### src/rtl/baud_pkg.sv
package baud_pkg;
  typedef struct packed {
    logic [1:0] stop;
    logic [2:0] par;
    logic [1:0] len;
    logic       pre8;
  } mode_t;

  localparam int unsigned CHAR_W = 4;
endpackage

### src/rtl/baud_div_reg.sv
module baud_div_reg #(
  parameter int unsigned W   = 16,
  parameter int unsigned DW  = 32,
  parameter logic [W-1:0] RST = '0,
  parameter int unsigned MIN = 1
) (
  input  logic          clk_i,
  input  logic          rst_ni,
  input  logic          we_i,
  input  logic [DW-1:0] wdata_i,
  output logic [W-1:0]  q_o
);
  logic accept;
  assign accept = we_i && (wdata_i >= DW'(MIN));

  always_ff @(posedge clk_i or negedge rst_ni) begin
    if (!rst_ni)     q_o <= RST;
    else if (accept) q_o <= wdata_i[W-1:0];
  end

  // guarded write leaves the register alone (R2 for cd, R3 for bd)
  assert_guard_hold_R2_R3: assert property (@(posedge clk_i) disable iff (!rst_ni)
    (we_i && (wdata_i < DW'(MIN))) |=> $stable(q_o));

  assert_store_low_R2_R3: assert property (@(posedge clk_i) disable iff (!rst_ni)
    (we_i && (wdata_i >= DW'(MIN))) |=> (q_o == $past(wdata_i[W-1:0])));
endmodule

### src/rtl/baud_tick_chain.sv
module baud_tick_chain #(
  parameter int unsigned CD_W    = 16,
  parameter int unsigned BD_W    = 8,
  parameter int unsigned PRE_DIV = 8
) (
  input  logic            clk_i,
  input  logic            rst_ni,
  input  logic            pre8_i,
  input  logic            restart_i,
  input  logic [CD_W-1:0] cd_i,
  input  logic [BD_W-1:0] bd_i,
  output logic            tick_o
);
  localparam int unsigned PRE_W = (PRE_DIV > 1) ? $clog2(PRE_DIV) : 1;

  logic pre_tick;

  generate
    if (PRE_DIV > 1) begin : g_pre
      logic [PRE_W-1:0] pre_cnt;
      logic             pre_last;
      assign pre_last = (pre_cnt == PRE_W'(PRE_DIV - 1));
      always_ff @(posedge clk_i or negedge rst_ni) begin
        if (!rst_ni)        pre_cnt <= '0;
        else if (restart_i) pre_cnt <= '0;
        else if (pre_last)  pre_cnt <= '0;
        else                pre_cnt <= pre_cnt + 1'b1;
      end
      assign pre_tick = !pre8_i || pre_last;
    end else begin : g_nopre
      assign pre_tick = 1'b1;
    end
  endgenerate

  logic [CD_W-1:0] cd_cnt;
  logic            cd_last, cd_tick;
  assign cd_last = (cd_cnt == cd_i - CD_W'(1));
  assign cd_tick = pre_tick && cd_last;

  always_ff @(posedge clk_i or negedge rst_ni) begin
    if (!rst_ni)        cd_cnt <= '0;
    else if (restart_i) cd_cnt <= '0;
    else if (pre_tick)  cd_cnt <= cd_last ? '0 : cd_cnt + 1'b1;
  end

  logic [BD_W-1:0] bit_cnt;
  logic            bit_last;
  assign bit_last = (bit_cnt == bd_i);

  always_ff @(posedge clk_i or negedge rst_ni) begin
    if (!rst_ni)        bit_cnt <= '0;
    else if (restart_i) bit_cnt <= '0;
    else if (cd_tick)   bit_cnt <= bit_last ? '0 : bit_cnt + 1'b1;
  end

  always_ff @(posedge clk_i or negedge rst_ni) begin
    if (!rst_ni)        tick_o <= 1'b0;
    else if (restart_i) tick_o <= 1'b0;
    else                tick_o <= cd_tick && bit_last;
  end

  assert_restart_clear_R6: assert property (@(posedge clk_i) disable iff (!rst_ni)
    restart_i |=> (bit_cnt == '0 && cd_cnt == '0 && !tick_o));

  assert_cd_range_R4: assert property (@(posedge clk_i) disable iff (!rst_ni)
    (cd_i != '0) |-> (cd_cnt < cd_i));

  assert_bit_range_R4: assert property (@(posedge clk_i) disable iff (!rst_ni)
    bit_cnt <= bd_i);
endmodule

### src/rtl/baud_frame_len.sv
module baud_frame_len
  import baud_pkg::*;
#(
  parameter int unsigned BD_W   = 8,
  parameter int unsigned SPAN_W = CHAR_W + BD_W + 1
) (
  input  logic              clk_i,
  input  logic              rst_ni,
  input  mode_t             mode_i,
  input  logic [BD_W-1:0]   bd_i,
  output logic [CHAR_W-1:0] bits_o,
  output logic [SPAN_W-1:0] span_o
);
  logic [CHAR_W-1:0] data_bits, stop_bits, par_bits;
  logic [BD_W:0]     bd_p1;

  always_comb begin
    unique case (mode_i.len)
      2'b11:   data_bits = CHAR_W'(6);
      2'b10:   data_bits = CHAR_W'(7);
      default: data_bits = CHAR_W'(8);
    endcase
    par_bits  = (mode_i.par[2:1] == 2'b00) ? CHAR_W'(1) : CHAR_W'(0);
    stop_bits = (mode_i.stop == 2'b11) ? CHAR_W'(1) : CHAR_W'(2);
  end

  assign bits_o = CHAR_W'(1) + par_bits + data_bits + stop_bits;
  assign bd_p1  = {1'b0, bd_i} + 1'b1;
  assign span_o = SPAN_W'(bits_o) * SPAN_W'(bd_p1);

  assert_len_range_R9: assert property (@(posedge clk_i) disable iff (!rst_ni)
    (bits_o >= CHAR_W'(8)) && (bits_o <= CHAR_W'(12)));
endmodule

### src/rtl/uart_baud_gen.sv
module uart_baud_gen
  import baud_pkg::*;
#(
  parameter int unsigned    REG_W   = 32,
  parameter int unsigned    CD_W    = 16,
  parameter int unsigned    BD_W    = 8,
  parameter int unsigned    PRE_DIV = 8,
  parameter logic [CD_W-1:0] CD_RST = 16'h028B,
  parameter logic [BD_W-1:0] BD_RST = 8'h0F,
  parameter int unsigned    BD_MIN  = 4,
  localparam int unsigned   SPAN_W  = CHAR_W + BD_W + 1
) (
  input  logic              clk_i,
  input  logic              rst_ni,
  input  logic [7:0]        mode_i,
  input  logic              cd_we_i,
  input  logic              bd_we_i,
  input  logic [REG_W-1:0]  wdata_i,
  output logic [CD_W-1:0]   cd_o,
  output logic [BD_W-1:0]   bd_o,
  output logic              baud_tick_o,
  output logic [CHAR_W-1:0] char_bits_o,
  output logic [SPAN_W-1:0] char_span_o
);
  mode_t mode;
  assign mode = mode_t'(mode_i);

  baud_div_reg #(.W(CD_W), .DW(REG_W), .RST(CD_RST), .MIN(1)) u_cd_reg (
    .clk_i, .rst_ni, .we_i(cd_we_i), .wdata_i, .q_o(cd_o)
  );

  baud_div_reg #(.W(BD_W), .DW(REG_W), .RST(BD_RST), .MIN(BD_MIN)) u_bd_reg (
    .clk_i, .rst_ni, .we_i(bd_we_i), .wdata_i, .q_o(bd_o)
  );

  baud_tick_chain #(.CD_W(CD_W), .BD_W(BD_W), .PRE_DIV(PRE_DIV)) u_chain (
    .clk_i, .rst_ni,
    .pre8_i(mode.pre8),
    .restart_i(cd_we_i | bd_we_i),
    .cd_i(cd_o), .bd_i(bd_o),
    .tick_o(baud_tick_o)
  );

  baud_frame_len #(.BD_W(BD_W), .SPAN_W(SPAN_W)) u_frame (
    .clk_i, .rst_ni, .mode_i(mode), .bd_i(bd_o),
    .bits_o(char_bits_o), .span_o(char_span_o)
  );
endmodule

### config.mk
export PLATFORM = sky130hd
export DESIGN_NAME = uart_baud_gen
export DESIGN_NICKNAME = d
export VERILOG_FILES = /design/src/rtl/baud_pkg.sv /design/src/rtl/baud_div_reg.sv /design/src/rtl/baud_tick_chain.sv /design/src/rtl/baud_frame_len.sv /design/src/rtl/uart_baud_gen.sv
export SDC_FILE = /design/constraint.sdc
export NUM_CORES = 1
export LEC_CHECK = 0
export ABC_AREA = 1
export BUFFER_PORTS_ARGS = -buffer_cell sky130_fd_sc_hd__buf_2
export CELL_PAD_IN_SITES_DETAIL_PLACEMENT = 1
export CELL_PAD_IN_SITES_GLOBAL_PLACEMENT = 1
export CORE_MARGIN = 2
export CORE_UTILIZATION = 44
export CTS_CLUSTER_DIAMETER = 80
export DETAILED_ROUTE_END_ITERATION = 10
export PLACE_DENSITY = 0.92
export SYNTH_ARGS = -nofsm -noshare
export SYNTH_HDL_FRONTEND = slang
export SYNTH_SLANG_ARGS = --single-unit
### constraint.sdc
create_clock -name clk_i -period 12.9 [get_ports clk_i]
set_input_delay 1.935 -clock clk_i [delete_from_list [all_inputs] [get_ports clk_i]]
set_output_delay 1.935 -clock clk_i [all_outputs]
set_load 0.05 [all_outputs]
==> flow_summary.yaml <==
place:
  dp_hpwl_mm: 12.43
  dp_cells: 947
  gp_congestion: 0.8444
  place_worst_setup_slack_ps: 4136
  post_dp_cell_area_um2: 5507
  port_buffers: 83
routing:
  first_pass_iters: 4
  drt_iter0_drc: 179
  ant_nets: 0
  viasPerCell: 5.287
  wl_mm: 15.04
  post_drt_wl_per_cell_um: 15.75
  num_vias: 5049
  drcViolationCount: 0
yosys:
  syn-cell-area_um2: 4961
  syn_nets: 825
  synth_cell_types: 35
  netlist_instances: 740
  synth_top_area_cell: "dfrtp_1"
  synth_top_area_frac: 0.2169
  syn_avg_cell_area_um2: 6.704
  ys_ff_latch: 52
  synth_seq_area_share: 0.2646
  async_reset_ff_frac: 1.000
  synth_top_family_by_area: "simple AND/OR/NAND/NOR gates"
  synth-compound-area-share: 0.05952
  muxShareOfSynthArea: 0
  synth_area_leaders: "dfrtp_1, nand2_1, inv_1"
  synth_edf_count: 0
  synth_fa_ha_area_frac: 0.1261
  synth-simple-area-share: 0.3690
  synth_xor_area_frac: 0.06683
  ys_warn_count: 0
  synth_ff_type: "dfrtp_1"
clocking:
  cts.sinks: 52
  tritoncts: "done"
  clkLatencyLatePin_ps: 300
  numCtsBuffers: 5
  clock_path_buffers: 2
  clock_tree.root_cell: "clkbuf_16"
  cts_resized: 0
  clk_pin_slew_ps: 70
  holdBufCountCts: 0
  h-tree-depth: 2
  post_cts_buffers: 0
sta:
  finalMaxSlewViolations: 0
  final.min_clock_period_ps: 8742
  slew_headroom: 0.3474
  setup_ws_ps: 4158
  hold_ws_ps: 454.2
  finalHoldViolCount: 0
  skew_ps: 10.80
  fmax_ghz: 0.1144
  finalSetupViolCount: 0
  post-route-period-util: 0.6777
  rsz0062_at_grt: "false"
  fin_tns_setup_ps: 0
  worst_pin_slew_ps: 978.9
global_route:
  antenna_found_initial: 0
  grt_pass1_vias: 5507
  overflow: 0
  grt_pass1_wl_mm: 25.27
  grt_use_total: 0.2654
  grt_max_degree: 53
run:
  cap_violations: 0
cells_and_area:
  area_growth_pct: 14.07
  drive_above_1_share: 0.1595
  n_antenna_cell: 0
  fillers: 1498
  nets: 899
  fin_util: 0.5175
  finalInstanceArea_um2: 5659
  multiInputGateArea_um2: 3100
  seqCellArea_um2: 1313
  instances_no_fill: 955
floorplanning:
  fp.dieW_um: 110.2
  die_area_um2: 12140
  initial_core_util: 0.4537
  io_pins: 86
  placementRows: 38
  die_height_um: 110.2
  core_area_um2: 10940
setup_path:
  path_class: "in2out"
  endpoint_kind: "output pin"
  crit_arrival_ps: 6810
  required_ps: 10970
  r2r_slack_ps: 10360
  start_kind: "primary input"
  worstPathMaxFanout: 9
min_path:
  hold_path.class: "reg2reg"
pwr:
  ir_drop_v: 0.0001859
  p_leak_nw: 3.098
  power_uw: 760.3
  p_per_area_nw_per_um2: 134.3
outcome:
  outcome: "complete, no violations"
[where the power goes]
part / internal, mW / total [mW] / leakage (nW) / switching (mW)
Clock: 0.0778 / 0.141 / 0.0772 / 0.0636
Combinational: 0.113 / 0.431 / 2.36 / 0.317
Sequential: 0.172 / 0.188 / 0.665 / 0.0157
Total: 0.364 / 0.760 / 3.10 / 0.397
[cell usage after synthesis (2+ instances only)]
library cell,number
nor2_2,2
dfrtp_1,43
a31oi_1,2
nor3_1,10
xor2_1,21
fa_1,15
a21oi_1,11
nand3_1,50
inv_1,127
dfstp_2,9
o31ai_1,2
nor3_4,2
clkbuf_1,15
inv_2,3
o21ai_1,5
or2_2,5
nand3_2,2
nand4_1,30
nor2_4,5
o21ai_0,34
xnor2_1,15
ha_1,26
nand3b_1,4
buf_2,2
nand2_2,3
nand2_1,197
nor2_1,91
nand2_4,2
[cells in the final DEF (no fill, tap or decap), types with 2 or more instances in the layout]
master / instances
fa_1: 15
nor3_1: 10
a31oi_1: 2
nand2_2: 3
dfrtp_1: 43
nor2_2: 2
nor2_1: 91
ha_1: 26
nand3_2: 2
inv_2: 3
nand3_1: 50
clkbuf_16: 5
nand2_1: 197
nand3b_1: 4
xnor2_1: 15
nor2_4: 5
nor3_4: 2
a21oi_1: 11
or2_2: 5
nand4_1: 30
o21ai_0: 34
buf_2: 83
xor2_1: 21
dfstp_2: 9
o21ai_1: 5
inv_1: 127
buf_4: 2
nand2_4: 2
[path summary, 6_finish.rpt]
check	start	cells past startpoint	endpoint
max reg2reg	u_chain.g_pre.pre_cnt[0]	8	u_chain.cd_cnt[0]
max in group asynchronous	rst_ni	2	u_cd_reg.q_o[2]
min reg2reg	u_chain.g_pre.pre_cnt[0]	1	u_chain.g_pre.pre_cnt[0]
max	mode_i[5]	20	char_span_o[9]
min in group asynchronous	rst_ni	2	u_chain.cd_cnt[11]
min	u_chain.g_pre.pre_cnt[0]	1	u_chain.g_pre.pre_cnt[0]
[per-layer routing]
layer | up-vias | GRT usage | part of all wire
li1 | 2450 | - | -
met1 | 2472 | 0.3073 | 0.42
met2 | 94 | 0.4987 | 0.53
met3 | 33 | 0.02822 | 0.027
met4 | 0 | 0.1018 | 0.026
met5 | - | 0 | 0
[state kept, by name, summed over array words and instances, names as in the netlist]
name	cells
u_bd_reg.q_o	8
u_chain.tick_o	1
u_chain.bit_cnt	8
u_chain.g_pre.pre_cnt	3
u_cd_reg.q_o	16
u_chain.cd_cnt	16
[area by class of cell]
cell class / count / share of cell area
clock buffers: 6 / 0.02454
clock inverters: 2 / 0.002432
inverters: 130 / 0.08623
multi-input cells: 540 / 0.5479
flip-flops and latches: 52 / 0.2319
well taps: 140 / 0.03095
repair buffers: 85 / 0.07606
[logic make-up after synthesis]
family	Yosys count
compound gates	56
xor+xnor	37
fa+ha+maj	41
buf+inv	148
flops	52
other cells	1
simple gates	405
[critical path: stages]
cell and delay, ps:
buf_2 90, or2_2 290, ha_1 280, inv_1 40, ha_1 190, fa_1 380, xnor2_1 640, nor2_1 150
fa_1 550, inv_1 60, fa_1 530, inv_1 40, ha_1 360, a21oi_1 220, o221ai_1 180, a21oi_1 230
nor2_1 60, nor2_1 120, xor2_1 160, buf_2 290
(Power assumes the default switching activity.)
